[config.mk]
export PLATFORM = sky130hd
export DESIGN_NAME = rt_cmd_validator
export DESIGN_NICKNAME = d
export VERILOG_FILES = /design/src/rtl/rtv_pkg.sv /design/src/rtl/rtv_addr_match.sv /design/src/rtl/rtv_sequencer.sv /design/src/rtl/rtv_status.sv /design/src/rtl/rt_cmd_validator.sv
export SDC_FILE = /design/constraint.sdc
export NUM_CORES = 1
export LEC_CHECK = 0
export ABC_AREA = 0
export BUFFER_PORTS_ARGS = -buffer_cell sky130_fd_sc_hd__buf_2
export CAP_MARGIN = 15
export CORE_MARGIN = 2
export CORE_UTILIZATION = 54
export CTS_CLUSTER_SIZE = 30
export DETAILED_ROUTE_END_ITERATION = 10
export HOLD_SLACK_MARGIN = 0.02
export MAX_ROUTING_LAYER = met4
export PLACE_DENSITY = 0.83
export SLEW_MARGIN = 0
export SYNTH_ARGS = -nofsm -noshare
export SYNTH_HDL_FRONTEND = slang
export SYNTH_HIERARCHICAL = 1
export SYNTH_SLANG_ARGS = --single-unit
[constraint.sdc]
create_clock -name clk -period 3.5 [get_ports clk]
set_input_delay 0.7 -clock clk [delete_from_list [all_inputs] [get_ports clk]]
set_output_delay 0.7 -clock clk [all_outputs]
set_load 0.02 [all_outputs]
[src/rtl/rtv_pkg.sv]
package rtv_pkg;
  localparam int RTV_AW     = 5;
  localparam int RTV_FW     = 5;
  localparam int RTV_WORD_W = 16;
  localparam int RTV_LUT_W  = RTV_FW + 2;
  localparam logic [RTV_AW-1:0] RTV_BCAST = '1;

  typedef struct packed {
    logic [RTV_AW-1:0] addr;
    logic              tr;
    logic [RTV_FW-1:0] sa;
    logic [RTV_FW-1:0] wc;
  } rtv_cmd_t;

  typedef enum logic [1:0] {
    SQ_IDLE = 2'd0,
    SQ_HOLD = 2'd1,
    SQ_LOOK = 2'd2
  } rtv_seq_e;

  function automatic logic rtv_is_mode(input logic [RTV_FW-1:0] sa);
    return (sa == '0) || (sa == '1);
  endfunction
endpackage

[src/rtl/rtv_addr_match.sv]
module rtv_addr_match
  import rtv_pkg::*;
(
  input  logic              clk,
  input  logic              rst,
  input  logic [RTV_AW-1:0] strap_addr,
  input  logic              strap_par,
  input  logic [RTV_AW-1:0] cmd_addr,
  output logic              strap_ok,
  output logic [RTV_AW-1:0] own_addr,
  output logic              hit
);
  // Straps are registered once so the match path starts from flops.
  always_ff @(posedge clk) begin
    if (rst) begin
      strap_ok <= 1'b0;
      own_addr <= '0;
    end else begin
      strap_ok <= ^{strap_addr, strap_par};
      own_addr <= strap_addr;
    end
  end

  assign hit = strap_ok && ((cmd_addr == own_addr) || (cmd_addr == RTV_BCAST));
endmodule

[src/rtl/rtv_sequencer.sv]
module rtv_sequencer
  import rtv_pkg::*;
#(
  parameter int GRANT_W   = 2,
  parameter int LATCH_DLY = 10
) (
  input  logic                 clk,
  input  logic                 rst,
  input  logic                 start,
  input  rtv_cmd_t             cmd_in,
  input  logic                 lut_illegal,
  output logic                 idle,
  output logic                 ngrant_n,
  output logic                 f_tr,
  output logic [RTV_FW-1:0]    f_sa,
  output logic [RTV_FW-1:0]    f_wc,
  output logic                 f_mode,
  output logic                 f_bcast,
  output logic                 f_illegal,
  output logic                 lut_rd,
  output logic [RTV_LUT_W-1:0] lut_addr,
  output logic                 finish
);
  // GRANT_W must be smaller than LATCH_DLY.
  localparam int CNT_W = $clog2(LATCH_DLY + 1);
  localparam logic [CNT_W-1:0] GRANT_END = CNT_W'(GRANT_W - 1);
  localparam logic [CNT_W-1:0] LATCH_END = CNT_W'(LATCH_DLY - 1);

  rtv_seq_e         state;
  logic [CNT_W-1:0] cnt;
  rtv_cmd_t         pend;
  logic             pend_mode;
  logic             pend_bcast;

  assign idle       = (state == SQ_IDLE);
  assign pend_mode  = rtv_is_mode(pend.sa);
  assign pend_bcast = (pend.addr == RTV_BCAST);

  always_ff @(posedge clk) begin
    if (rst) begin
      state     <= SQ_IDLE;
      cnt       <= '0;
      pend      <= '0;
      ngrant_n  <= 1'b1;
      f_tr      <= 1'b0;
      f_sa      <= '0;
      f_wc      <= '0;
      f_mode    <= 1'b0;
      f_bcast   <= 1'b0;
      f_illegal <= 1'b0;
      lut_rd    <= 1'b0;
      lut_addr  <= '0;
      finish    <= 1'b0;
    end else begin
      lut_rd <= 1'b0;
      finish <= 1'b0;
      case (state)
        SQ_IDLE: begin
          if (start) begin
            pend     <= cmd_in;
            ngrant_n <= 1'b0;
            cnt      <= '0;
            state    <= SQ_HOLD;
          end
        end
        SQ_HOLD: begin
          cnt <= cnt + 1'b1;
          if (cnt == GRANT_END) ngrant_n <= 1'b1;
          if (cnt == LATCH_END) begin
            f_tr      <= pend.tr;
            f_sa      <= pend.sa;
            f_wc      <= pend.wc;
            f_mode    <= pend_mode;
            f_bcast   <= pend_bcast;
            f_illegal <= 1'b0;
            lut_rd    <= pend_mode;
            lut_addr  <= {pend_bcast, pend.tr, pend.wc};
            state     <= SQ_LOOK;
          end
        end
        SQ_LOOK: begin
          f_illegal <= f_mode & lut_illegal;
          finish    <= 1'b1;
          state     <= SQ_IDLE;
        end
        default: state <= SQ_IDLE;
      endcase
    end
  end
endmodule

[src/rtl/rtv_status.sv]
module rtv_status
  import rtv_pkg::*;
(
  input  logic                  clk,
  input  logic                  rst,
  input  logic                  finish,
  input  logic [RTV_AW-1:0]     own_addr,
  input  logic                  f_mode,
  input  logic                  f_bcast,
  input  logic                  f_illegal,
  input  logic                  ss_busy,
  input  logic                  ss_flag,
  input  logic                  ss_srq,
  input  logic                  ss_dba,
  input  logic                  term_flag,
  output logic [RTV_WORD_W-1:0] status_word,
  output logic                  sts_par,
  output logic                  sts_send,
  output logic                  xfer_go
);
  logic [RTV_WORD_W-1:0] nxt;

  // Bit order is fixed by the bus: address first, terminal flag last.
  assign nxt = {own_addr, f_illegal, 1'b0, ss_srq, 3'b000,
                f_bcast, ss_busy, ss_flag, ss_dba, term_flag};

  always_ff @(posedge clk) begin
    if (rst) begin
      status_word <= '0;
      sts_par     <= 1'b1;
      sts_send    <= 1'b0;
      xfer_go     <= 1'b0;
    end else begin
      sts_send <= finish & ~f_bcast;
      xfer_go  <= finish & ~f_illegal & ~f_mode & ~ss_busy;
      if (finish) begin
        status_word <= nxt;
        sts_par     <= ~^nxt;
      end
    end
  end
endmodule

[src/rtl/rt_cmd_validator.sv]
module rt_cmd_validator
  import rtv_pkg::*;
#(
  parameter int GRANT_W   = 2,
  parameter int LATCH_DLY = 10
) (
  input  logic                  clk,
  input  logic                  rst,
  input  logic [RTV_AW-1:0]     strap_addr,
  input  logic                  strap_par,
  input  logic                  cmd_valid,
  input  logic                  cmd_err,
  input  logic [RTV_WORD_W-1:0] cmd_word,
  input  logic                  ss_busy,
  input  logic                  ss_flag,
  input  logic                  ss_srq,
  input  logic                  ss_dba,
  input  logic                  term_flag,
  input  logic                  lut_illegal,
  output logic                  ngrant_n,
  output logic                  cmd_tr,
  output logic [RTV_FW-1:0]     cmd_sa,
  output logic [RTV_FW-1:0]     cmd_wc,
  output logic                  cmd_mode,
  output logic                  cmd_illegal,
  output logic                  lut_rd,
  output logic [RTV_LUT_W-1:0]  lut_addr,
  output logic [RTV_WORD_W-1:0] status_word,
  output logic                  sts_par,
  output logic                  sts_send,
  output logic                  xfer_go
);
  rtv_cmd_t          cmd_s;
  logic              strap_ok;
  logic [RTV_AW-1:0] own_addr;
  logic              hit;
  logic              idle;
  logic              start;
  logic              f_bcast;
  logic              finish;

  assign cmd_s = rtv_cmd_t'(cmd_word);
  assign start = cmd_valid & ~cmd_err & hit & idle;

  rtv_addr_match u_match (
    .clk        (clk),
    .rst        (rst),
    .strap_addr (strap_addr),
    .strap_par  (strap_par),
    .cmd_addr   (cmd_s.addr),
    .strap_ok   (strap_ok),
    .own_addr   (own_addr),
    .hit        (hit)
  );

  rtv_sequencer #(.GRANT_W(GRANT_W), .LATCH_DLY(LATCH_DLY)) u_seq (
    .clk         (clk),
    .rst         (rst),
    .start       (start),
    .cmd_in      (cmd_s),
    .lut_illegal (lut_illegal),
    .idle        (idle),
    .ngrant_n    (ngrant_n),
    .f_tr        (cmd_tr),
    .f_sa        (cmd_sa),
    .f_wc        (cmd_wc),
    .f_mode      (cmd_mode),
    .f_bcast     (f_bcast),
    .f_illegal   (cmd_illegal),
    .lut_rd      (lut_rd),
    .lut_addr    (lut_addr),
    .finish      (finish)
  );

  rtv_status u_sts (
    .clk         (clk),
    .rst         (rst),
    .finish      (finish),
    .own_addr    (own_addr),
    .f_mode      (cmd_mode),
    .f_bcast     (f_bcast),
    .f_illegal   (cmd_illegal),
    .ss_busy     (ss_busy),
    .ss_flag     (ss_flag),
    .ss_srq      (ss_srq),
    .ss_dba      (ss_dba),
    .term_flag   (term_flag),
    .status_word (status_word),
    .sts_par     (sts_par),
    .sts_send    (sts_send),
    .xfer_go     (xfer_go)
  );
endmodule

# After elaboration in Yosys (flattened, before gate mapping)
# Index checks and enable logic that the tools add are counted.
# word_totals
reg_bits	67
inputBits	32
out_inout_bits	41
wordCells	76
# op_classes
n_addsub	1
n_eq_ne	11
n_mux	11
bitwise	15
reduce_logical	16
# op_table
cell	n
XNOR reduction 16 bit	1
equality test 5 bit (second input constant)	3
AND reduction 2 bit	5
AND 1 bit	8
case mux 4 bit (2 select lines)	1
inverter 1 bit	7
inequality test 2 x 1 -> 1 bit (second input constant)	3
parity 6 bit	1
equality test 5 bit	1
logical NOT 5 bit	1
adder 4 x 1 -> 4 bit (second input constant)	1
equality test 4 x 1 -> 1 bit (second input constant)	1
equality test 4 bit (second input constant)	1
two-way mux 1 bit	4
two-way mux 2 bit	2
two-way mux 4 bit	1
case mux 1 bit (2 select lines)	2
case mux 2 bit (2 select lines)	1
nonzero test 2 bit	2
AND reduction 3 bit	1
OR reduction 3 bit	1
equality test 2 x 1 -> 1 bit (second input constant)	1
equality test 2 bit (second input constant)	1
logical NOT 2 bit	1
other kinds (2)	3

# Logic depth before layout (Yosys ltp)
# logic_depth
word_depth	7
mapped_depth	9
mapped_depth_nobuf	7

# By module
# The synthesis kept the hierarchy.
# by_module_without_submodules
mod	instances	cells_per_inst	area_each_um2
rtv_sequencer	1	154	1501.4
rtv_status	1	62	651.9
rtv_addr_match	1	26	274.0
rt_cmd_validator	1	1	10.0

# Worst setup path before layout
# OpenSTA, ideal clock, no wires.
# synth_timing
kind	input to register
from	input port cmd_word[11]
to	register u_seq/pend[10] in the netlist's numbering
setup_ns	0.132
t_arrival_ns	1.970
setup_slack_ns	1.398
stages	9
cell_sequence	xnor2_1 nand4_1 o22ai_1 and4b_1 or3b_1 buf_2 buf_6 nand2_1 a21oi_1
# synth_via
elab_chain_len	6
# synth_rtl
item	line	rtl
start, declared	rt_cmd_validator.sv:13	input logic [RTV_WORD_W-1:0] cmd_word,
equality test 5 bit	rtv_addr_match.sv:24	assign hit = strap_ok && ((cmd_addr == own_addr) || (cmd_addr == RTV_BCAST));
logical OR 1 bit (*)	rtv_addr_match.sv:24	
logical AND 1 bit (*)	rtv_addr_match.sv:24	
via hit	rt_cmd_validator.sv:36	logic hit;
AND 1 bit (*) (2 in a row)	rt_cmd_validator.sv:43	assign start = cmd_valid & ~cmd_err & hit & idle;
via start	rt_cmd_validator.sv:38	logic start;
AND reduction 2 bit (no source line) (*)	--	
end signal, assigned	rtv_sequencer.sv:60	pend <= cmd_in;
end, declared	rtv_sequencer.sv:31	rtv_cmd_t pend;
# The timed path passes the listed nets; every way through them passes the cells marked *.
# A chain may end at the register's enable or synchronous reset.

# Worst setup path in the final report
# layout_timing
from	input port cmd_word[14]
to	register u_seq.cnt[3]
# layout_via
elab_chain_len	7
# layout_rtl
item	line	rtl
equality test 5 bit	rtv_addr_match.sv:24	
logical OR 1 bit (*)	rtv_addr_match.sv:24	
logical AND 1 bit (*)	rtv_addr_match.sv:24	
via hit	rt_cmd_validator.sv:36	
AND 1 bit (*) (2 in a row)	rt_cmd_validator.sv:43	
via start	rt_cmd_validator.sv:38	
inequality test 2 x 1 -> 1 bit (no source line) (*)	--	
AND reduction 2 bit (no source line) (*)	--	
end signal, assigned	rtv_sequencer.sv:67	cnt <= cnt + 1'b1;
end, declared	rtv_sequencer.sv:30	logic [CNT_W-1:0] cnt;
# Marked as above.

==> run summary <==
Num CTS Buffers: 9
Status: finished, final reports clean
Crit Path Class: in2reg
CTS Hold Buffers Added: 0
Crit path max fanout: 17
Number of enable flip-flop cells after synthesis: 0
Max_slew headroom: 0.492
Top Metal Used: met4
Met2 Wirelength: 2490 µm
Setup Fix Bufs, Post-CTS: 0
IO Count: 73
DR vias: 1869
Hold Path Class: reg2reg
DP Wirelength: 3360 µm
Max Clk Rate: 467 MHz
Antenna viol nets, final: 0
First-pass GRT wire length: 7990 µm
Skew final: 10.3 ps
Post-Syn Area: 0.00244 mm²
Antenna diodes: 0
Die Y-Extent: 71.2 µm
Commonest non-fill, non-tap cell in the layout: buf_2
VDD IR max: 0.409 mV
Pwr Total: 1560 µW
H-tree levels: 3
Worst skew pair latency: 340 ps
CP Capture Type: flop
Gate Count Post-Synth: 243
Pwr per Cell Area: 526 mW/mm²
Initial Util: 0.560
Max-slew violation count: 0
CTS resizes: 0
Cell depth of the worst flop-to-flop path: 7
Drt drc: 0
Final hold vios: 0
Total of max-cap violations: 0
Sink Count: 60
Total track usage: 0.215
Placed cell areas: 0.00271 mm²
Unrepaired setup endpoints after global routing: false
Final setup TNS: 0 ps
Fin crit share: 0.612
Clock Tree Buf Depth: 2
Most frequent cells in the layout: buf_2, dfxtp_1, nand2_1, nor2_1, a21oi_1
CTS tree: done
Full die area: 0.00507 mm²
Largest net degree at the start of global routing: 44
Row cnt: 24
Number of port buffers: 68
Vias in the first global route: 1806
Ys Warns: 6
Pleak: 0.00126 µW
WP data arrival: 2370 ps
Initial DRT Pass Iterations: 4
Avg Inst Size Synth: 10.0 µm²
Nets: 337
CP startpoint kind: primary input
Die width: 71.2 µm
Post-Layout Inst Area: 0.00296 mm²
Setup Viol. Count Final: 0
Hold depth: 2
Placer Congestion: 0.822
Final Core Density: 0.680
Starting DRT DRC Count: 120
Crit path required time: 3730 ps
Met3 wire length: 244 µm
Gr ovfl total: 0
Area grow syn2layout: 21.5%
Initial antenna violation count: 0
Post-synth top flop: dfxtp_1
CTS Root Cell: clkbuf_8
Min Tclk post-route: 2140 ps
Drt wl/cell: 13.7 µm
DRT Wirelength: 4940 µm
Vias per inst: 5.19
Post-synthesis sequential area ratio: 0.493
Netlist cell types: 44
Asr flop ratio synth: 0
Worst slew pin tran: 761 ps
Core ar.: 0.00435 mm²
Share of post-route cells with drive strength above 1: 0.295
Clock transition at path regs: 70 ps
Met1 Routed Length: 2140 µm
Synth Register Bits: 60
-- power breakdown --
group          internal [µW]  switching (µW)  total [µW]  leakage, µW
logic                   46.3            40.9        87.2     0.000646
clock network            511             264         775     0.000127
registers                689            6.01         695     0.000485
total                   1250             311        1560      0.00126
-- routing by layer --
metal / track usage / up-vias
met5: - / -
met4: 0.0943 / 0
met3: 0.0798 / 4
met2: 0.341 / 47
met1: 0.243 / 883
li1: - / 935
-- final cells by class --
type / count / area (µm²)
Multi-Input combinational cell: 162 / 1090
Clock buffer: 12 / 155
Fill cell: 343 / 1390
Timing Repair Buffer: 69 / 348
Tap cell: 52 / 65.1
Clock inverter: 4 / 95.1
Sequential cell: 60 / 1200
Inverter: 1 / 3.75
-- sequential cells by signal, indices dropped and copies added (netlist names), 2 cells and up --
register           flops
u_seq/pend            16
u_seq/state            2
u_sts/status_word     12
u_seq/lut_addr         2
u_seq/cnt              4
u_seq/f_sa             5
u_match/own_addr       5
u_seq/f_wc             4
-- through the flow --
stage               std cells  hold WS (ps)  setup WS, ps
finish                    360           464          1360
global route              360           482          1240
CTS                       360           464          1390
detailed placement        344           450          1030
global placement          344           441          1100
floorplan                 246           432          1400
-- worst paths after layout --
kind | start | end | slack (ps)
worst max-delay path | cmd_word[14] | u_seq/cnt[3] | 1360
worst min-delay path | u_seq/pend[3] | u_seq/pend[3] | 460
worst max register to register | u_match/own_addr[4] | u_seq/cnt[3] | 1470
worst min register to register | u_seq/pend[3] | u_seq/pend[3] | 460
-- synthesized netlist by cell type (2+ instances only) --
library cell	number	share of area
nand4_1	3	0.0077
nand2b_1	2	0.0051
ha_1	2	0.010
buf_6	2	0.0092
xnor2_1	14	0.050
nor3b_4	2	0.015
a22o_1	12	0.043
a21oi_1	18	0.037
dfxtp_1	60	0.49
a32o_1	2	0.0082
xor2_1	2	0.0072
nor2_1	19	0.029
buf_2	4	0.0082
xnor3_1	2	0.018
mux2i_1	14	0.057
clkbuf_1	4	0.0062
nor3b_1	2	0.0062
nand2_1	35	0.054
buf_4	12	0.037
nor2b_1	7	0.018
o21bai_1	2	0.0062
-- kinds of logic (layout without fill, tap and decap cells) --
kind of cell / after synthesis / after routing / share of synthesized area
DFF: 60 / 60 / 0.493
adders and majority gates: 2 / 2 / 0.0103
buffers and inverters: 24 / 86 / 0.0637
and+or+nand+nor: 81 / 81 / 0.173
AOI/OAI and AO/OA: 42 / 42 / 0.119
muxes: 14 / 14 / 0.0575
xor gates and xnor gates: 19 / 19 / 0.0827
other: 1 / 4 / 0.00154
-- critical path: stages --
cell and delay, ps:
buf_2 120, xnor2_1 160, nand4_1 120, o22ai_1 120, and4b_1 250, or3b_1 610
o211ai_1 200, a21oi_1 80
Power figures use the tool's default switching activity.
